**src/rtl/dsteer_pkg.sv**
```systemverilog
package dsteer_pkg;
    typedef enum logic {
        ST_DEC = 1'b0,
        ST_SEQ = 1'b1
    } steer_st_e;
endpackage

```
**src/rtl/dsteer_gate.sv**
```systemverilog
// Acceptance gate for a single-uop slot (slots 1 and up).
module dsteer_gate #(
    parameter int CW = 4
) (
    input  logic          prev_take,
    input  logic          ent_vld,
    input  logic [CW-1:0] ent_ucnt,
    output logic          take
);
    // In-order fill: this slot may only follow a taken slot, and only a
    // single-uop instruction fits here.
    assign take = prev_take && ent_vld && (ent_ucnt == CW'(1));
endmodule

```
**src/rtl/dsteer_useq.sv**
```systemverilog
// Counter model of the microcode sequencer.
module dsteer_useq #(
    parameter int CW     = 4,
    parameter int FW     = 4,
    parameter int S0_MAX = 4,
    localparam int QW    = $clog2(S0_MAX + 1)
) (
    input  logic          clk,
    input  logic          rst_n,
    input  logic          load,
    input  logic [CW-1:0] load_cnt,
    input  logic          active,
    input  logic [FW-1:0] free,
    output logic [QW-1:0] chunk_out,
    output logic          last
);
    localparam logic [CW-1:0] MAXC = CW'(S0_MAX);

    logic [CW-1:0] rem_q;
    logic [CW-1:0] chunk;
    logic          go;

    always_comb begin
        chunk = (rem_q > MAXC) ? MAXC : rem_q;
        go    = active && (32'(chunk) <= 32'(free));
    end

    assign chunk_out = go ? chunk[QW-1:0] : '0;
    assign last      = go && (rem_q <= MAXC);

    always_ff @(posedge clk or negedge rst_n) begin
        if (!rst_n) begin
            rem_q <= '0;
        end else if (load) begin
            rem_q <= load_cnt;
        end else if (go) begin
            rem_q <= rem_q - chunk;
        end
    end

    // an emitted chunk never exceeds the reported free space
    p_seq_fit_r8: assert property (@(posedge clk) disable iff (!rst_n)
        (chunk_out != '0) |-> (32'(chunk_out) <= 32'(free)));

    // a stalled cycle keeps the remaining count
    p_seq_hold_r8: assert property (@(posedge clk) disable iff (!rst_n)
        (active && !load && chunk_out == '0) |=> $stable(rem_q));
endmodule

```
**src/rtl/dsteer_top.sv**
```systemverilog
module dsteer_top #(
    parameter int NSLOT  = 3,
    parameter int CW     = 4,
    parameter int TW     = 8,
    parameter int FW     = 4,
    parameter int S0_MAX = 4,
    localparam int QW    = $clog2(S0_MAX + 1),
    localparam int NW    = $clog2(NSLOT + 1)
) (
    input  logic                clk,
    input  logic                rst_n,
    input  logic [NSLOT-1:0]    iq_vld,
    input  logic [NSLOT*CW-1:0] iq_ucnt,
    input  logic [NSLOT*TW-1:0] iq_tag,
    input  logic [FW-1:0]       dq_free,
    output logic [NW-1:0]       consume,
    output logic [NSLOT-1:0]    slot_vld,
    output logic [NSLOT*TW-1:0] slot_tag,
    output logic [QW-1:0]       s0_ucnt,
    output logic                ms_start,
    output logic [CW-1:0]       ms_ucnt,
    output logic [TW-1:0]       ms_tag,
    output logic                seq_active,
    output logic [QW-1:0]       seq_cnt,
    output logic                seq_done
);
    import dsteer_pkg::*;

    localparam int            TOTW = CW + 1;
    localparam logic [CW-1:0] MAXC = CW'(S0_MAX);

    steer_st_e     state_q, state_d;
    logic [NSLOT-1:0] take;
    logic [CW-1:0] head_cnt;
    logic          in_dec;
    logic          handoff;
    logic          fits;
    logic [TOTW-1:0] total;
    logic          seq_last;

    assign head_cnt = iq_ucnt[CW-1:0];
    assign in_dec   = (state_q == ST_DEC);
    assign handoff  = in_dec && iq_vld[0] && (head_cnt > MAXC);
    assign take[0]  = in_dec && iq_vld[0] && (head_cnt <= MAXC);

    genvar k;
    generate
        for (k = 1; k < NSLOT; k++) begin : g_gate
            dsteer_gate #(.CW(CW)) gate_i (
                .prev_take (take[k-1]),
                .ent_vld   (iq_vld[k]),
                .ent_ucnt  (iq_ucnt[k*CW +: CW]),
                .take      (take[k])
            );
        end
    endgenerate

    always_comb begin
        total = take[0] ? {1'b0, head_cnt} : '0;
        for (int s = 1; s < NSLOT; s++) begin
            total = total + TOTW'(take[s]);
        end
        fits = (32'(total) <= 32'(dq_free));
    end

    dsteer_useq #(.CW(CW), .FW(FW), .S0_MAX(S0_MAX)) useq_i (
        .clk       (clk),
        .rst_n     (rst_n),
        .load      (handoff),
        .load_cnt  (head_cnt),
        .active    (state_q == ST_SEQ),
        .free      (dq_free),
        .chunk_out (seq_cnt),
        .last      (seq_last)
    );

    // State register
    always_ff @(posedge clk or negedge rst_n) begin
        if (!rst_n) begin
            state_q <= ST_DEC;
        end else begin
            state_q <= state_d;
        end
    end

    // Next state and outputs
    always_comb begin
        state_d    = state_q;
        slot_vld   = '0;
        consume    = '0;
        ms_start   = 1'b0;
        seq_active = 1'b0;
        seq_done   = 1'b0;
        unique case (state_q)
            ST_DEC: begin
                if (handoff) begin
                    ms_start = 1'b1;
                    consume  = NW'(1);
                    state_d  = ST_SEQ;
                end else if (fits) begin
                    slot_vld = take;
                    consume  = NW'($countones(take));
                end
            end
            ST_SEQ: begin
                seq_active = 1'b1;
                seq_done   = seq_last;
                if (seq_last) begin
                    state_d = ST_DEC;
                end
            end
            default: state_d = ST_DEC;
        endcase
    end

    assign s0_ucnt = slot_vld[0] ? head_cnt[QW-1:0] : '0;
    assign ms_ucnt = ms_start ? head_cnt : '0;
    assign ms_tag  = ms_start ? iq_tag[TW-1:0] : '0;

    generate
        for (k = 0; k < NSLOT; k++) begin : g_tag
            assign slot_tag[k*TW +: TW] = slot_vld[k] ? iq_tag[k*TW +: TW] : '0;
        end
        for (k = 1; k < NSLOT; k++) begin : g_chk
            // a slot is never filled past an empty one
            p_order_r4: assert property (@(posedge clk) disable iff (!rst_n)
                slot_vld[k] |-> slot_vld[k-1]);
            // trailing slots carry single-uop instructions only
            p_single_r3: assert property (@(posedge clk) disable iff (!rst_n)
                slot_vld[k] |-> (iq_ucnt[k*CW +: CW] == CW'(1)));
        end
    endgenerate

    // emitted uops fit the downstream space
    p_fit_r6: assert property (@(posedge clk) disable iff (!rst_n)
        (slot_vld != '0) |-> (32'(s0_ucnt) + 32'($countones(slot_vld[NSLOT-1:1]))
                              <= 32'(dq_free)));
    // a handoff enters the sequencer state next cycle
    p_start_r7: assert property (@(posedge clk) disable iff (!rst_n)
        ms_start |=> seq_active);
    // decoders are quiet while the sequencer drains
    p_quiet_r9: assert property (@(posedge clk) disable iff (!rst_n)
        seq_active |-> (consume == '0 && slot_vld == '0 && !ms_start));
    // done returns control to the decoders
    p_done_r9: assert property (@(posedge clk) disable iff (!rst_n)
        seq_done |=> !seq_active);
    // peak output is 4 + 1 + 1
    p_peak_r10: assert property (@(posedge clk) disable iff (!rst_n)
        (32'(s0_ucnt) + 32'($countones(slot_vld)) <= 32'(S0_MAX + NSLOT)));
endmodule

```
**config.mk**
```make
export PLATFORM = sky130hd
export DESIGN_NAME = dsteer_top
export DESIGN_NICKNAME = d
export VERILOG_FILES = /design/src/rtl/dsteer_pkg.sv /design/src/rtl/dsteer_gate.sv /design/src/rtl/dsteer_useq.sv /design/src/rtl/dsteer_top.sv
export SDC_FILE = /design/constraint.sdc
export NUM_CORES = 1
export LEC_CHECK = 0
export ABC_AREA = 1
export CAP_MARGIN = 15
export CORE_ASPECT_RATIO = 0.6
export CORE_UTILIZATION = 50
export DETAILED_ROUTE_END_ITERATION = 8
export DONT_BUFFER_PORTS = 1
export GPL_TIMING_DRIVEN = 0
export PLACE_DENSITY = 0.68
export SLEW_MARGIN = 30
export SYNTH_ARGS = -nofsm -noshare
export SYNTH_HDL_FRONTEND = slang
export SYNTH_HIERARCHICAL = 1
export SYNTH_SLANG_ARGS = --single-unit
```
**constraint.sdc**
```tcl
create_clock -name clk -period 4.1 [get_ports clk]
set_input_delay 0.205 -clock clk [delete_from_list [all_inputs] [get_ports clk]]
set_output_delay 0.205 -clock clk [all_outputs]
set_load 0.1 [all_outputs]
```
==> results_dict.tcl <==
set metrics [dict create \
    status "complete, no violations" \
    whs_endpoint "useq_i/rem_q[0]" \
    die_area_mm2 0.00244 \
    insertion_delay_ns 0.22 \
    htreeDepth 1 \
    instances_no_fill 249 \
    ys_ff_latch 5 \
    cts_buffers 3 \
    critPathMaxFanout 8 \
    hold_path_class "in2reg" \
    fin_nets 279 \
    avgSynthCellArea_um2 5.43 \
    rr_startpoint "state_q" \
    power.density_mw_per_mm2 531 \
    fill_cells 95 \
    drt_iter0_markers 65 \
    syn_inst 206 \
    hold_slack_ns 0.126 \
    viasPerCell 5.36 \
    grt_pass1_vias 1202 \
    cts.reportedPaths.clkPinSlew_ns 0.04 \
    grt_pass1_wl_mm 5.20 \
    crit_type "reg2out" \
    worst_pin_slew_ns 0.898 \
    grt_overflow_total 0 \
    first_pass_iters 4 \
    n_antenna_cell 0 \
    gp_congestion 0.860 \
    yosysTopAreaCell "inv_1" \
    grt_use_total_pct 28.6 \
    hpwl_mm 2.64 \
    io_buffers 0 \
    path_cells "inv_4 > nand2_4 > nor2_4 > nand2_2 > nor2_4 > nand2_2 > nor2_4 > inv_2 > fa_2 > inv_2 > ha_4 > xnor2_2 > ha_1 > nand2_1 > nand2_1 > nand2_1 > nand3_2 > nand2_4 > nand3_4 > buf_12 > nor2_4" \
    start_util_pct 56.9 \
    dieHeight_um 38.6 \
    reg2reg_depth 14 \
    cts-root-buf "clkbuf_8" \
    synth_ff_type "dfrtp_1" \
    rsz0062_at_grt "yes" \
    syn_to_final_growth_pct 56.3 \
    synth_edf_count 0 \
    power_leakage_nw 0.862 \
    synth_nets 263 \
    syn_area_mm2 0.00112 \
    min_period_over_period_pct 98.5 \
    max-clock-path-buffers 2 \
    r2r_end "useq_i/rem_q[2]" \
    slew_headroom_pct 40.0 \
    max_freq_mhz 248 \
    min_path_cells 2 \
    finalMaxSlewViolations 0 \
    start_kind "register" \
    vias 1334 \
    vdd_ir_drop_max_v 0.000533 \
    worstPathRequired_ns 3.89 \
    dp_cells 235 \
    cts_tree "built" \
    max_cap_violations 0 \
    synth_top_area_share_pct 19.5 \
    r2r_slack_ns 1.55 \
    cp_common_cell "nor2_4" \
    clock_sinks 5 \
    yosysSeqAreaShare_pct 11.2 \
    wl_mm 4.13 \
    hold_violations 0 \
    antenna_found_initial 0 \
    ant_nets 0 \
    cpMaxStageDelayCell "dfrtp_4" \
    period_needed_ns 4.04 \
    drive_gt1_share_pct 40.3 \
    rows 12 \
    die_w_um 63.1 \
    crit_path_max_incr_delay_ns 0.65 \
    wire_per_inst_um 16.6 \
    grt_start_max_net_pins 11 \
    synth.area.top_cells "inv_1 19%, nor2_1 17%, nand2_1 14%" \
    ys_types 27 \
    coreArea_mm2 0.00197 \
    drc_errors 0 \
    yosysWarnings 6 \
    finClkSkew_ns 0.000212 \
    cp.arrival_ns 3.83 \
    async_reset_ff_share_pct 100 \
    ios 95 \
    min-delay-start "iq_ucnt[0]" \
    endpoint_kind "primary output" \
    setup_viol 0 \
]
-- where the power goes --
group	internal (W)	switching [W]	leakage, nW
logic	0.000137	0.000535	0.778
clock network	0.0000669	0.0000254	0.0228
registers	0.0000765	0.0000863	0.0615
-- sequential cells by signal, indices dropped and copies added (netlist names) --
name / flops
state_q: 1
useq_i/rem_q: 4
-- worst max path at each step --
stage | startpoint | to | slack [ns]
2_1_floorplan | state_q | slot_tag[10] | -0.27
3_3_place_gp | state_q | slot_tag[8] | -0.62
3_5_place_dp | state_q | slot_vld[1] | -0.50
4_1_cts | state_q | slot_tag[5] | 0.005
5_1_grt | state_q | slot_tag[8] | -0.05
6_report | state_q | slot_tag[8] | 0.06
-- critical path: cells and delay by family (launching register included) --
kind          cells  cell delay, ns
xor+xnor          1            0.06
flops             1            0.65
simple gates     13            1.68
buf+inv           4            0.41
fa+ha+maj         3            0.78
-- per-layer routing --
metal	global-route usage [%]	up-vias	share of wire, %
li1	-	614	-
met1	29.9	604	34
met2	55.9	100	52
met3	8.82	16	10
met4	11.0	0	3.6
met5	0	-	0
-- per-stage QoR --
stage,TNS [ns],cell area (um^2),setup slack (ns),power [W],util [%]
2_1_floorplan,-5.07,1230,-0.273,0.000660,-
3_5_place_dp,-8.79,1490,-0.504,0.000774,75.8
5_1_grt,-0.276,1750,-0.0545,0.000972,88.9
4_1_cts,0,1680,0.00496,0.000883,85.3
3_3_place_gp,-14.67,1270,-0.622,0.000709,64.5
6_report,0,1750,0.0606,0.000928,88.9
-- cell usage in the layout, fill, tap and decap left out, types with 2 or more instances in the layout --
cell / instances
inv_1: 52
nor2_4: 46
nand2_1: 39
nor2_1: 9
ha_1: 9
buf_4: 7
nand2_2: 5
nand3_1: 5
nand2_4: 4
inv_2: 4
dfrtp_1: 4
nand4_1: 3
clkinvlp_4: 3
conb_1: 3
clkbuf_8: 3
buf_12: 3
inv_4: 2
nand3_4: 2
buf_8: 2
-- cells in the mapped netlist (all sizes together) (2+ instances only) --
cell type,n
buf,2
nand2,48
inv,61
dfrtp,5
a21oi,2
conb,3
o21ai,2
nand3,8
nand4,3
fa,2
nor2,55
ha,10
-- cell type report --
| cell class | count | area [um^2] | share of cell area [%] |
|---|---|---|---|
| buffer | 2 | 22.5 | 1.29 |
| clock buffer | 4 | 45.0 | 2.58 |
| inverter | 63 | 267 | 15.2 |
| multi-input combinational | 136 | 1120 | 64.1 |
| sequential | 5 | 129 | 7.37 |
| tap | 28 | 35.0 | 2.00 |
| timing repair buffer | 11 | 130 | 7.44 |
-- logic make-up (layout without fill, tap and decap cells) --
group	after synthesis	after routing	share of synthesized area, %
other	3	3	1.01
buffers and inverters	65	80	24.3
and+or+nand+nor	115	115	44.5
adders and majority gates	12	12	14.8
DFF	5	5	11.2
xor gates and xnor gates	1	1	0.783
AOI/OAI and AO/OA	5	5	3.47
-- what timing repair did --
item | CTS | global route
buffers inserted | 5 | 4
hold buffers | 1 | 0
setup endpoints to repair | 32 | 32
hold endpoints to repair | 5 | 0
pin swaps | 9 | 15
resized for setup | 15 | 10
gates cloned | 0 | 0
No activity file was read; power rests on OpenSTA's default activity.
